## config.mk

```make
export PLATFORM = sky130hd
export DESIGN_NAME = scanline_irq_gen
export DESIGN_NICKNAME = d
export VERILOG_FILES = /design/src/rtl/scanirq_pkg.sv /design/src/rtl/scanirq_ctrl.sv /design/src/rtl/scanirq_datapath.sv /design/src/rtl/scanline_irq_gen.sv
export SDC_FILE = /design/constraint.sdc
export NUM_CORES = 1
export LEC_CHECK = 0
export BUFFER_PORTS_ARGS = -buffer_cell sky130_fd_sc_hd__buf_2
export CORE_MARGIN = 2
export CORE_UTILIZATION = 56
export CTS_CLUSTER_DIAMETER = 80
export DETAILED_ROUTE_END_ITERATION = 12
export GPL_TIMING_DRIVEN = 1
export PLACE_DENSITY = 0.73
export SLEW_MARGIN = 15
export SYNTH_ARGS = -nofsm -noshare
export SYNTH_HDL_FRONTEND = slang
export SYNTH_SLANG_ARGS = --single-unit
```

## constraint.sdc

```tcl
create_clock -name clk -period 33.6 [get_ports clk]
set_input_delay 0 -clock clk [delete_from_list [all_inputs] [get_ports clk]]
set_output_delay 0 -clock clk [all_outputs]
set_load 0.02 [all_outputs]
```

## src/rtl/scanirq_pkg.sv

```systemverilog
package scanirq_pkg;

  localparam int unsigned NUM_IRQ = 3;
  localparam int unsigned IDX_V1  = 0;
  localparam int unsigned IDX_V2  = 1;
  localparam int unsigned IDX_H   = 2;

  // position-interrupt repeat behaviour, as encoded in the register
  typedef enum logic [1:0] {
    HM_FRAME    = 2'd0,
    HM_EVERYN   = 2'd1,
    HM_EVERYLN  = 2'd2,
    HM_FRAMEALT = 2'd3
  } hMode_e;

  // strobes from control to datapath
  typedef struct packed {
    logic [NUM_IRQ-1:0] reload;   // aim at the programmed field line
    logic               hSeed;    // every-N: start from the current raster line
    logic               hAdvance; // every-N: step on from the last target
  } tgtStrobe_t;

endpackage

```

## src/rtl/scanirq_ctrl.sv

```systemverilog
module scanirq_ctrl
  import scanirq_pkg::*;
#(
  parameter int unsigned LINE_W = 10,
  parameter int unsigned DOT_W  = 10,
  parameter int unsigned DATA_W = 32
) (
  input  logic                clk,
  input  logic                rstN,
  input  logic                wrEn,
  input  logic                wrSel,
  input  logic [DATA_W-1:0]   wrData,
  input  logic [NUM_IRQ-1:0]  hit,
  output tgtStrobe_t          strb,
  output logic [NUM_IRQ-1:0]  irq,
  output logic [LINE_W-1:0]   v1Line,
  output logic [LINE_W-1:0]   v2Line,
  output logic [LINE_W-1:0]   hLine,
  output logic [DOT_W-1:0]    hDot,
  output logic [LINE_W-1:0]   hStep
);

  localparam int unsigned UPPER_LSB = 16;
  localparam int unsigned MODE_LSB  = 12;

  logic [1:0]         hModeRaw;
  hMode_e             hMode;
  logic               hEveryN;
  logic               pendV;
  logic               pendH;
  logic [NUM_IRQ-1:0] hitPrev;
  logic [NUM_IRQ-1:0] fire;
  logic               unusedWrBits;

  assign unusedWrBits = ^wrData;

  always_ff @(posedge clk or negedge rstN) begin
    if (!rstN) begin
      v1Line   <= '0;
      v2Line   <= '0;
      hLine    <= '0;
      hDot     <= '0;
      hModeRaw <= '0;
      pendV    <= 1'b0;
      pendH    <= 1'b0;
      hitPrev  <= '0;
      irq      <= '0;
    end else begin
      if (wrEn && !wrSel) begin
        v1Line <= wrData[UPPER_LSB +: LINE_W];
        v2Line <= wrData[0 +: LINE_W];
      end
      if (wrEn && wrSel) begin
        hLine    <= wrData[0 +: LINE_W];
        hModeRaw <= wrData[MODE_LSB +: 2];
        hDot     <= wrData[UPPER_LSB +: DOT_W];
      end
      pendV   <= wrEn && !wrSel;
      pendH   <= wrEn && wrSel;
      hitPrev <= hit;
      irq     <= fire;
    end
  end

  // a pulse marks the first cycle of a match
  assign fire = hit & ~hitPrev;

  assign hMode   = hMode_e'(hModeRaw);
  assign hEveryN = (hMode == HM_EVERYN) || (hMode == HM_EVERYLN);
  assign hStep   = (hMode == HM_EVERYLN) ? LINE_W'(1) : hLine;

  // a pending write wins over a firing re-arm
  always_comb begin
    strb = '0;
    strb.reload[IDX_V1] = pendV || fire[IDX_V1];
    strb.reload[IDX_V2] = pendV || fire[IDX_V2];
    if (pendH) begin
      strb.reload[IDX_H] = !hEveryN;
      strb.hSeed         = hEveryN;
    end else if (fire[IDX_H]) begin
      strb.reload[IDX_H] = !hEveryN;
      strb.hAdvance      = hEveryN;
    end
  end

endmodule

```

## src/rtl/scanirq_datapath.sv

```systemverilog
module scanirq_datapath
  import scanirq_pkg::*;
#(
  parameter int unsigned LINE_W = 10,
  parameter int unsigned DOT_W  = 10
) (
  input  logic                clk,
  input  logic                rstN,
  input  tgtStrobe_t          strb,
  input  logic [LINE_W-1:0]   lineCount,
  input  logic [DOT_W-1:0]    dotPos,
  input  logic                oddField,
  input  logic                interlaceEn,
  input  logic [LINE_W:0]     totalLines,
  input  logic [DOT_W:0]      lineLen,
  input  logic [LINE_W-1:0]   v1Line,
  input  logic [LINE_W-1:0]   v2Line,
  input  logic [LINE_W-1:0]   hLine,
  input  logic [DOT_W-1:0]    hDot,
  input  logic [LINE_W-1:0]   hStep,
  output logic [NUM_IRQ-1:0]  hit
);

  localparam int unsigned FLD_W = LINE_W + 1;  // field-line target
  localparam int unsigned RAS_W = FLD_W + 1;   // mapped raster line
  localparam int unsigned SUM_W = FLD_W + 1;   // unreduced every-N sum

  logic [LINE_W-1:0]  half;
  logic [FLD_W-1:0]   hField;
  logic [FLD_W-1:0]   hBase;
  logic [SUM_W-1:0]   hSum;
  logic [SUM_W-1:0]   hWrapped;
  logic [DOT_W-1:0]   hDotEff;
  logic [FLD_W-1:0]   srcField [NUM_IRQ];
  logic [DOT_W-1:0]   dotTgt   [NUM_IRQ];
  logic [NUM_IRQ-1:0] loadVec;

  assign half = totalLines[LINE_W:1];

  // every-N arithmetic: base plus step, folded back into 1..half
  assign hBase = strb.hAdvance ? hField : FLD_W'(lineCount >> 1);
  assign hSum  = SUM_W'(hBase) + SUM_W'(hStep);
  assign hWrapped = (half != '0 && hSum > SUM_W'(half))
                  ? ((hSum - SUM_W'(1)) % SUM_W'(half)) + SUM_W'(1)
                  : hSum;

  always_comb begin
    if (lineLen == '0)                    hDotEff = '0;
    else if ((DOT_W+1)'(hDot) >= lineLen) hDotEff = DOT_W'(lineLen - 1'b1);
    else                                  hDotEff = hDot;
  end

  assign srcField[IDX_V1] = FLD_W'(v1Line);
  assign srcField[IDX_V2] = FLD_W'(v2Line);
  assign srcField[IDX_H]  = strb.reload[IDX_H] ? FLD_W'(hLine) : FLD_W'(hWrapped);
  assign dotTgt[IDX_V1]   = '0;
  assign dotTgt[IDX_V2]   = '0;
  assign dotTgt[IDX_H]    = hDotEff;

  assign loadVec[IDX_V1] = strb.reload[IDX_V1];
  assign loadVec[IDX_V2] = strb.reload[IDX_V2];
  assign loadVec[IDX_H]  = strb.reload[IDX_H] || strb.hSeed || strb.hAdvance;

  always_ff @(posedge clk or negedge rstN) begin
    if (!rstN)                hField <= '0;
    else if (loadVec[IDX_H])  hField <= srcField[IDX_H];
  end

  for (genvar gi = 0; gi < NUM_IRQ; gi++) begin : g_unit
    logic [RAS_W-1:0] evenLn;
    logic [RAS_W-1:0] sameFld;
    logic [RAS_W-1:0] otherFld;
    logic [RAS_W-1:0] cand;
    logic [RAS_W-1:0] tgtLine;
    logic             tgtValid;

    assign evenLn   = {srcField[gi], 1'b0};
    assign sameFld  = evenLn | RAS_W'(oddField);
    assign otherFld = evenLn | RAS_W'(!oddField);
    assign cand     = (interlaceEn && sameFld <= RAS_W'(lineCount)) ? otherFld : sameFld;

    always_ff @(posedge clk or negedge rstN) begin
      if (!rstN) begin
        tgtLine  <= '0;
        tgtValid <= 1'b0;
      end else if (loadVec[gi]) begin
        tgtLine  <= cand;
        tgtValid <= cand < RAS_W'(totalLines);
      end
    end

    assign hit[gi] = tgtValid && (tgtLine == RAS_W'(lineCount)) && (dotPos == dotTgt[gi]);
  end

endmodule

```

## src/rtl/scanline_irq_gen.sv

```systemverilog
module scanline_irq_gen
  import scanirq_pkg::*;
#(
  parameter int unsigned LINE_W = 10,
  parameter int unsigned DOT_W  = 10
) (
  input  logic              clk,
  input  logic              rstN,
  input  logic [LINE_W-1:0] lineCount,
  input  logic [DOT_W-1:0]  dotPos,
  input  logic              oddField,
  input  logic              interlaceEn,
  input  logic [LINE_W:0]   totalLines,
  input  logic [DOT_W:0]    lineLen,
  input  logic              wrEn,
  input  logic              wrSel,
  input  logic [31:0]       wrData,
  output logic              vIrq1,
  output logic              vIrq2,
  output logic              hIrq
);

  tgtStrobe_t         strb;
  logic [NUM_IRQ-1:0] hit;
  logic [NUM_IRQ-1:0] irq;
  logic [LINE_W-1:0]  v1Line;
  logic [LINE_W-1:0]  v2Line;
  logic [LINE_W-1:0]  hLine;
  logic [LINE_W-1:0]  hStep;
  logic [DOT_W-1:0]   hDot;

  scanirq_ctrl #(.LINE_W(LINE_W), .DOT_W(DOT_W), .DATA_W(32)) u_ctrl (
    .clk(clk), .rstN(rstN), .wrEn(wrEn), .wrSel(wrSel), .wrData(wrData),
    .hit(hit), .strb(strb), .irq(irq), .v1Line(v1Line), .v2Line(v2Line),
    .hLine(hLine), .hDot(hDot), .hStep(hStep)
  );

  scanirq_datapath #(.LINE_W(LINE_W), .DOT_W(DOT_W)) u_dp (
    .clk(clk), .rstN(rstN), .strb(strb), .lineCount(lineCount), .dotPos(dotPos),
    .oddField(oddField), .interlaceEn(interlaceEn), .totalLines(totalLines),
    .lineLen(lineLen), .v1Line(v1Line), .v2Line(v2Line), .hLine(hLine),
    .hDot(hDot), .hStep(hStep), .hit(hit)
  );

  assign vIrq1 = irq[IDX_V1];
  assign vIrq2 = irq[IDX_V2];
  assign hIrq  = irq[IDX_H];

endmodule

```

== Word level (Yosys, flattened, before mapping) ==
Index checks and enable logic that the tools add are counted.
Operators by class
  bitwise logic cells: 8
  order comparisons: 8
  div/mod/pow operators: 1
  equal/unequal tests: 6
  shift-type cells: 0
  reductions and logical operators: 23
  $mul: 0
  muxes and demuxes: 14
  $add $sub $neg: 4
Operator list (number)
  $or A11 B1 Y11: 4
  $eq A12 B10 Y1: 3
  $le A12 B10 Y1: 3
  $lt A12 B11 Y1: 3
  $mux W12: 3
  $mux W11: 3
  $mux W10: 3
  $or A12 B1 Y12: 2
  $add A11 B10 Y12: 1
  $gt A12 B10 Y1: 1
  $logic_and A1 B1 Y1: 12
  $mod A12 B10 Y12: 1
  $sub A12 B1 Y12 const B: 1
  $add A11 B1 Y11 const B: 1
  $ge A10 B11 Y1: 1
  $logic_not A11 Y1: 1
  $eq A10 B10 Y1: 1
  $logic_not A10 Y1: 1
  $reduce_bool A10 Y1: 1
  $sub A10 B1 Y10 const B: 1
  $logic_or A1 B1 Y1: 5
  $mux W1: 5
  $and A3 B3 Y3: 1
  $logic_not A1 Y1: 3
  other kinds (3): 3
Storage, ports and cells
  memories: 0
  memory bits (read-only): 0
  bits in writable memories: 0
  bits in latches: 0
  flip-flop bits (word level): 100
  output and inout bits: 3

== Longest topological paths before layout ==
Gate-level depths: netlist of the first run.
  depth in word-level cells: 20
  gate-level depth with buffers: 129
  gate-level depth less buffers: 117

== Hierarchy ==
From an unflattened synthesis of the first run, not the netlist that was laid out.
Second synthesis, totals
  cells, all modules: 1339
  area total of the unflattened synthesis: 11578.6 um^2
By module, submodules not included
  scanirq_datapath: instances 1, cells an instance 1219, area an instance 9586.7 um^2, sequential area each 925.9 um^2
  scanirq_ctrl: instances 1, cells an instance 120, area an instance 1991.9 um^2, sequential area each 1251.2 um^2

== Least setup slack after synthesis of the first run ==
Ideal clock, no wire load.
  kind: register to register
  start point: reg u_ctrl.hModeRaw[1] (netlist: u_ctrl.hMode[1])
  end point: reg u_dp.g_unit[2].tgtLine[0]
  path slack: 9331 ps
  arrival time: 24144 ps
  cell stages (with the launch flop): 122
  required time: 33475 ps
  path through: dfrtp_1 > ha_1 > clkbuf_1 > or2_2 > ha_1 > inv_1 > fa_1 > and3b_1 > or3_4 > a221o_1 > or3_4 > or3_1 > xnor2_1 > inv_1 > ha_1 > or4b_1 > o211ai_1 > o21ai_0 > [86 not listed] > xnor2_1 > nor2_1 > a21oi_1 > o21ai_1 > ha_1 > o21a_1 > o21a_1 > o21ai_0 > nand2b_1 > a21oi_1 > nor2b_1 > o21ai_0 > nand2b_1 > a21oi_1 > o221ai_1 > nor3_2 > xnor2_1 > mux2_2
On the way
  cells in the longest elaborated chain, start to end: 15
  elaborated cells between the ends (all ways): 25
  classes of those cells: 3 x add/sub; 1 x div; 2 x order compare; 2 x eq/ne; 10 x mux; 1 x bitwise; 6 x reduce/logical
RTL lines
  start, declared: RTL line scanirq_ctrl.sv:26  | logic [1:0] hModeRaw;
  start signal, assigned: RTL line scanirq_ctrl.sv:55  | hModeRaw <= wrData[MODE_LSB +: 2];
  $eq A2 B1 Y1 or $eq A2 B2 Y1 (tied branches): RTL line scanirq_ctrl.sv:69, scanirq_ctrl.sv:70
  $logic_or A1 B1 Y1: RTL line scanirq_ctrl.sv:69  | assign hEveryN = (hMode == HM_EVERYN) || (hMode == HM_EVERYLN);
  $mux W1: RTL line scanirq_ctrl.sv:80  | end else if (fire[IDX_H]) begin
  $mux W1: RTL line scanirq_ctrl.sv:77  | if (pendH) begin
  $mux W11: RTL line scanirq_datapath.sv:41  | assign hBase = strb.hAdvance ? hField : FLD_W'(lineCount >> 1);
  $add A11 B10 Y12: RTL line scanirq_datapath.sv:42  | assign hSum = SUM_W'(hBase) + SUM_W'(hStep);
  $sub A12 B1 Y12: RTL line scanirq_datapath.sv:44  | ? ((hSum - SUM_W'(1)) % SUM_W'(half)) + SUM_W'(1)
  $mod A12 B10 Y12: RTL line scanirq_datapath.sv:44
  $add A11 B1 Y11: RTL line scanirq_datapath.sv:44
  $mux W11: RTL line scanirq_datapath.sv:44
  $mux W11: RTL line scanirq_datapath.sv:55  | assign srcField[IDX_H] = strb.reload[IDX_H] ? FLD_W'(hLine) : FLD_W'(hWrapped);
  $or A12 B1 Y12: RTL line scanirq_datapath.sv:78  | assign sameFld = evenLn | RAS_W'(oddField);
  $le A12 B10 Y1: RTL line scanirq_datapath.sv:80  | assign cand = (interlaceEn && sameFld <= RAS_W'(lineCount)) ? otherFld : sameFld;
  $logic_and A1 B1 Y1: RTL line scanirq_datapath.sv:80
  $mux W12: RTL line scanirq_datapath.sv:80
  end signal, assigned: RTL line scanirq_datapath.sv:87  | tgtLine <= cand;
  end, declared: RTL line scanirq_datapath.sv:74  | logic [RAS_W-1:0] tgtLine;
Parallel ways exist; a longest one is shown, timed or not.
A chain may end at the register's enable or synchronous reset.

== Final worst setup path of the first run ==
  start point: reg u_ctrl.hModeRaw[0] (netlist: u_ctrl.hMode[0])
  end point: reg u_dp.g_unit[2].tgtLine[0]
Same word-level chain as after synthesis.

==> impl_results.md, run 1 <==
* Finished Layout Cells at 1846
* Number of synthesized flops with an enable pin at 0
* Ys Warns at 0
* Fmax at 0.0364 GHz
* Routed WL per cell at 19.5 um
* Share of cells above drive strength 1 at 13.9%
* Period Utilization, post-route at 81.7%
* Gr usage total at 30.1%
* Io pins at 83
* RSZ-0062 raised after global routing: no
* Synth Instances at 1493
* Via count at 11800
* Die Height at 152 um
* Final setup vio count at 0
* Post-Synth XOR/XNOR Area at 6.71%
* Die Width at 152 um
* Core ar. at 21700 um^2
* Ys async rst share at 100%
* Outcome: completed
* RePlAce Congestion at 0.950
* Main combinational cell family by area after synthesis: compound AO/OA/AOI/OAI gates
* CP arrival at 27.67 ns
* Root Buffer: clkbuf_16
* Clk_lat worst skew at 0.34 ns
* Htree depth at 3
* Clock skew at 0.00649 ns
* Detailed Routing Iterations Pass 1 at 5
* Iter 0 DRT Violations at 728
* Worst reg2reg path depth at 111
* Antenna cells at 0
* CP Capture Type: flop
* Yosys reg bits at 87
* Simple-gate share of the synthesized area at 20.9%
* IO buf count at 72
* CTS sink count at 87
* Die Area at 23100 um^2
* Worst Tran Pin Value at 1.08 ns
* CP max-delay cell: o21ai_1
* CTS resizes at 0
* Worst hold path type: in -> reg
* MaxCap Viol Count at 0
* Tmin final at 27.45 ns
* Worst-path clk slew at 0.06 ns
* ANT nets after route at 0
* CP Launch Type: flop
* Antenna violations before repair at 0
* Vias in the first global route at 11400
* Critical Path RT at 33.83 ns
* Hold path depth at 3
* Initial cell density of the core at 56.6%
* Multiplexer share of the synthesized area at 8.95%
* Detailed-route wire length at 36000 um
* Global-route wire length before repair at 57400 um
* Rows at 54
* Slew Viols, Final at 0
* Largest net degree at the start of global routing at 64
* Final net count at 1816
* Post-synth cell types at 92
* Complex-gate fraction of the synthesized area at 23.2%
* Slowest stage delay, CP at 0.65 ns
* Adder-cell share of the synthesized area at 18.0%
* Max-Slew Margin vs Limit at 28.3%
* Cell total after placement at 1807
* CP Class: reg -> reg
* Critical path's most frequent cell: ha_1
* FILL cells at 1952
* Area Growth Syn to Fin at 8.77%
* Hold Vio Cnt, Final at 0
* Clock tree buffer depth at 2
* Synthesized area at 12300 um^2
* Sequential fraction of the synthesis area at 17.7%
* Total CTS buffers at 9
* Worst-path maximum fanout at 18
* Syn nets at 1748
* DR vias/cell at 6.41
* Worst setup margin at 6.15 ns
* DRC Markers at 0
* Synth Flop Type: dfrtp_1
* Place WS at 6.58 ns
* Setup tns final at 0 ns
* CTS tree: built
* Global route total overflow at 0
* Hold_ws at 0.0275 ns
* HPWL Detailed at 27700 um
* Syn avg cell area at 8.22 um^2
state kept, by name, indices dropped and copies added, names as in the netlist:
signal                count
u_ctrl.hMode              2
u_dp.g_unit.tgtValid      3
u_ctrl.hDot              10
u_ctrl.pendH              1
u_ctrl.v1Line            10
u_ctrl.v2Line            10
u_ctrl.pendV              1
u_ctrl.hLine             10
u_dp.g_unit.tgtLine      34
u_ctrl.hitPrev            3
u_ctrl.irq                3
what timing repair did:
action | in CTS | in global routing
setup buffers | 0 | 0
hold endpoints to repair | 66 | 0
hold buffers | 23 | 0
layout make-up:
cell class	instances	area, um^2	share of cell area [%]
well taps	280	350	2.63
multi-input cells	1265	9540	71.5
repair buffers	102	646	4.84
clock inverters	5	35.0	0.263
clock buffers	11	233	1.74
flip-flops and latches	87	2180	16.3
inverters	96	360	2.70
worst paths after layout:
path	slack (ns)	start	end
worst max-delay path	6.15	u_ctrl.hMode[0]$_DFFE_PN0P_	u_dp.g_unit[2].tgtLine[0]$_DFFE_PN0P_
worst max register to register	6.15	u_ctrl.hMode[0]$_DFFE_PN0P_	u_dp.g_unit[2].tgtLine[0]$_DFFE_PN0P_
max in group asynchronous	32.37	rstN	u_ctrl.irq[0]$_DFF_PN0_
worst min-delay path	0.03	oddField	u_dp.g_unit[0].tgtLine[0]$_DFFE_PN0P_
min in group asynchronous	0.10	rstN	u_ctrl.hDot[8]$_DFFE_PN0P_
worst min register to register	0.43	u_ctrl.hitPrev[0]$_DFF_PN0_	u_ctrl.irq[0]$_DFF_PN0_
cells in the final DEF, fill, tap and decap left out, types with 23 or more instances in the layout:
cell	instances
xor2_1	40
o21a_1	39
a21oi_1	93
nor2b_1	29
dfrtp_1	87
inv_1	94
mux2i_1	23
o21ai_0	90
nand3_1	44
nand2_1	99
buf_2	71
mux2_2	77
ha_1	173
xnor2_1	54
a21o_1	25
nor3_1	39
nor2_1	85
nand2b_1	23
dlygate4sd3_1	23
synthesized netlist by cell type (12+ instances only):
| cell type | number | share of area [%] |
|---|---|---|
| nand3_1 | 44 | 1.8 |
| a21oi_1 | 93 | 3.8 |
| mux2i_1 | 23 | 1.9 |
| clkbuf_1 | 39 | 1.2 |
| dfrtp_1 | 87 | 18 |
| o211ai_1 | 20 | 1.2 |
| a21o_1 | 25 | 1.5 |
| or2_2 | 12 | 0.61 |
| mux2_2 | 77 | 7.1 |
| o21a_1 | 39 | 2.4 |
| xnor2_1 | 54 | 3.9 |
| nor2_1 | 85 | 2.6 |
| nand4_1 | 21 | 1.1 |
| nor3b_1 | 12 | 0.73 |
| o21ai_0 | 90 | 3.7 |
| ha_1 | 173 | 18 |
| a31oi_1 | 19 | 0.97 |
| xor2_1 | 40 | 2.9 |
| or3_1 | 14 | 0.71 |
| nor3_1 | 39 | 1.6 |
| nor4_1 | 22 | 1.1 |
| a211oi_1 | 15 | 0.92 |
| and2_1 | 14 | 0.71 |
| nand2b_1 | 23 | 1.2 |
| inv_1 | 94 | 2.9 |
| nand2_1 | 99 | 3.0 |
| nor2b_1 | 29 | 1.5 |
cells by family (layout without fill, tap and decap cells):
group                      count (synthesis)  in the layout
xor gates and xnor gates                  94             94
DFF                                       87             87
buffers and inverters                    141            214
adders and majority gates                175            175
AOI/OAI and AO/OA                        420            420
muxes                                    100            100
other                                      1              1
and+or+nand+nor                          475            475
per-layer routing:
metal | track usage [%] | vias to the layer above | share of wire, %
met1 | 37.9 | 5665 | 43
met2 | 54.3 | 384 | 49
li1 | - | 5701 | -
met5 | 0 | - | 0
met3 | 2.03 | 84 | 4.6
met4 | 11.2 | 0 | 3.4
worst max-delay path, delay by kind of cell (launching register included):
family / cells / cell delay, ns
AOI/OAI and AO/OA: 49 / 11.42
and+or+nand+nor: 31 / 7.37
adders and majority gates: 16 / 5.54
buffers and inverters: 9 / 1.24
muxes: 4 / 1.01
DFF: 1 / 0.36
xor gates and xnor gates: 2 / 0.34
per-stage QoR:
stage	cell area, um^2	utilization, %
after floorplan	12300	-
after global placement	12800	59.2
after detailed placement	12800	59.2
after CTS	13300	61.5
after global routing	13300	61.5
final	13300	61.5
Power of run 1 is left out: the tool's default activity adds up to more than one toggle a clock period on the data nets, which glitch-free logic cannot reach.
==> run 2: changes to the inputs <==
--- a/config.mk
+++ b/config.mk
@@ -5,6 +5,7 @@
 export SDC_FILE = /design/constraint.sdc
 export NUM_CORES = 1
 export LEC_CHECK = 0
+export ABC_AREA = 1
 export BUFFER_PORTS_ARGS = -buffer_cell sky130_fd_sc_hd__buf_2
 export CORE_MARGIN = 2
 export CORE_UTILIZATION = 56
==> constraint.sdc (replaced) <==
create_clock -name clk -period 27.7 [get_ports clk]
set_input_delay 0 -clock clk [delete_from_list [all_inputs] [get_ports clk]]
set_output_delay 0 -clock clk [all_outputs]
set_load 0.02 [all_outputs]
==> impl_results.md, run 2 <==
* Worst hold path type: in -> async
* Most frequent cells in the layout: nand2_1, inv_1, ha_1, o21ai_0
* Hold Vio Cnt, Final at 0 (unchanged)
* Biggest register: u_dp.g_unit.tgtLine
* Post-synth top area share at 19.4% (+1.6 points)
* FILL cells at 1875 (-3.9%)
* Dominant cell type by area after synthesis: dfrtp_1
* Final net count at 1978 (+8.9%)
* Synthesized area at 11200 um^2 (-8.5%)
* Max-Slew Margin vs Limit at 35.0% (+6.7 points)
* Area Growth Syn to Fin at 10.3%
* Max FFs per register at 34 (unchanged)
* Yosys reg bits at 87 (unchanged)
* Number of synthesized flops with an enable pin at 0 (unchanged)
* Most common cell in the netlist: nand2_1
* Gr usage total at 29.3% (-0.87 points)
* RSZ-0062 raised after global routing: no
* Vias in the first global route at 10300 (-9.7%)
* Syn avg cell area at 6.82 um^2 (-17%)
* HPWL Detailed at 24300 um (-12%)
* Commonest non-fill, non-tap cell in the layout: nand2_1
* Antenna violations before repair at 0 (unchanged)
* Ys async rst share at 100% (unchanged)
* MaxCap Viol Count at 0 (unchanged)
* Root Buffer: clkbuf_16
* CTS tree: built
* Routed WL per cell at 15.6 um (-20%)
* Die Area at 21200 um^2 (-8.3%)
* Synth top area cells: dfrtp_1, ha_1, nand2_1
* CP max-delay cell: fa_1
* Sequential fraction of the synthesis area at 19.4% (+1.6 points)
* RePlAce Congestion at 0.948 (-0.23%)
* Htree depth at 3 (unchanged)
* Slowest stage delay, CP at 0.61 ns (-0.04 ns)
* Synth Instances at 1647 (+10%)
* Finished Layout Cells at 1992 (+7.9%)
* Post-CTS Setup Inserts at 0 (unchanged)
* Commonest cells in the netlist: nand2_1, inv_1, ha_1, o21ai_0
* Cell total after placement at 1951 (+8.0%)
* Antenna cells at 0 (unchanged)
* CTS sink count at 87 (unchanged)
* Share of cells above drive strength 1 at 11.7% (-2.2 points)
* Core ar. at 19600 um^2 (-9.7%)
* Worst-path clk slew at 0.07 ns (about the same)
* Largest net degree at the start of global routing at 77 (+20%)
* CP Class: reg -> reg
* Io pins at 83 (unchanged)
* Die Width at 146 um (-4.2%)
* Syn nets at 1902 (+8.8%)
* Design area at 12400 um^2 (-7.2%)
* Critical Path RT at 27.93 ns (-5.90 ns)
* Worst Tran Pin Value at 0.975 ns (-0.100 ns)
* Worst-path maximum fanout at 26 (+8)
* Clk_lat worst skew at 0.35 ns (about the same)
* Clock skew at 0.00794 ns (+0.00145 ns)
* ANT nets after route at 0 (unchanged)
* IO buf count at 72 (unchanged)
* Fmax at 0.0402 GHz (+10%)
* Initial cell density of the core at 57.3% (+0.76 points)
* Post-synth cell types at 62 (-33%)
* Period Utilization, post-route at 89.7% (+8.0 points)
* Iter 0 DRT Violations at 892 (+23%)
* Critical path's most frequent cell: nand2_1
* Rows at 51 (-5.6%)
* CP arrival at 25.08 ns (-2.59 ns)
* CP Launch Type: flop
* Clock tree buffer depth at 2 (unchanged)
* Global-route wire length before repair at 50700 um (-12%)
* Total CTS buffers at 9 (unchanged)
* Tmin final at 24.85 ns (-2.60 ns)
* Global route total overflow at 0 (unchanged)
* Detailed Routing Iterations Pass 1 at 8 (+3)
* Slew Viols, Final at 0 (unchanged)
* Final setup vio count at 0 (unchanged)
* Outcome: completed
* Ys Warns at 0 (unchanged)
* Setup tns final at 0 ns (unchanged)
* Detailed-route wire length at 31100 um (-14%)
* DR vias/cell at 5.58 (-13%)
* CP Capture Type: flop
* Synth Flop Type: dfrtp_1
* Die Height at 146 um (-4.2%)
* DRC Markers at 0 (unchanged)
* Area after DPL at 11800 um^2 (-8.4%)
* Via count at 11100 (-6.1%)
## run 2: cell types whose count changed in the layout (fill, tap and decap cells not counted), sizes merged, moves of 16 or more
cell and change:
inv +156, mux2 -73, mux2i -23, nand2 +338, nand2b -23, nand3 +38, nor2b -29, nor3 -28
o21a -34, o21ai +31, or3 -16, xnor2 -25
## run 2: through the flow
step / hold slack [ns] / utilization, % / setup WS (ns)
CTS: 0.0173 / 63.0 / 1.72
detailed placement: -0.146 / 60.0 / 1.82
finish: 0.0239 / 63.2 / 2.85
floorplan: -0.296 / - / 6.25
global placement: -0.157 / 60.0 / 2.42
global route: 0.0289 / 63.2 / 0.0884
## run 2: final timing paths
path | startpoint | end | slack, ns | cells past startpoint
worst max-delay path | u_ctrl.hMode[0]$_DFFE_PN0P_ | u_dp.g_unit[2].tgtValid$_DFFE_PN0P_ | 2.85 | 168
worst min-delay path | rstN | u_dp.g_unit[2].tgtLine[1]$_DFFE_PN0P_ | 0.02 | 2
worst max register to register | u_ctrl.hMode[0]$_DFFE_PN0P_ | u_dp.g_unit[2].tgtValid$_DFFE_PN0P_ | 2.85 | 168
worst min register to register | u_ctrl.hitPrev[0]$_DFF_PN0_ | u_ctrl.irq[0]$_DFF_PN0_ | 0.41 | 1
max in group asynchronous | rstN | u_ctrl.v2Line[8]$_DFFE_PN0P_ | 26.47 | 3
min in group clk | dotPos[8] | u_ctrl.hitPrev[2]$_DFF_PN0_ | 0.02 | 4
## run 2: layout make-up
type	count	area (um^2)	share of cell area, %
Inverter	254	957	7.73
Sequential cell	87	2180	17.6
Clock inverter	5	106	0.859
Multi-Input combinational cell	1269	7930	64.1
Tap cell	265	332	2.68
Clock buffer	10	229	1.85
Timing Repair Buffer	102	651	5.25
## run 2: metal layers
metal | up-vias | track usage, % | part of all wire [%]
met1 | 5067 | 41.9 | 46
li1 | 5621 | - | -
met4 | 0 | 6.72 | 2.0
met2 | 387 | 46.4 | 44
met5 | - | 0 | 0
met3 | 42 | 4.86 | 7.7
## run 2: cell families after synthesis
family | share of synthesized area (%)
and+or+nand+nor | 27.5
DFF | 19.4
other | 0.0334
muxes | 0.401
adders and majority gates | 19.6
buffers and inverters | 10.3
AOI/OAI and AO/OA | 17.2
xor gates and xnor gates | 5.62
## run 2: critical path, delay by kind of cell (launching register included)
| kind | cells | cell delay [ns] |
|---|---|---|
| AOI/OAI and AO/OA | 61 | 9.72 |
| adders and majority gates | 17 | 5.34 |
| buffers and inverters | 24 | 2.40 |
| DFF | 1 | 0.36 |
| and+or+nand+nor | 66 | 6.85 |
## run 2: repair_timing
item,in CTS,in global routing
hold buffers,25,0
gates resized for setup,0,13
hold endpoints to repair,54,0
endpoints found under the setup margin,0,2
Power of run 2 is left out for the same reason.
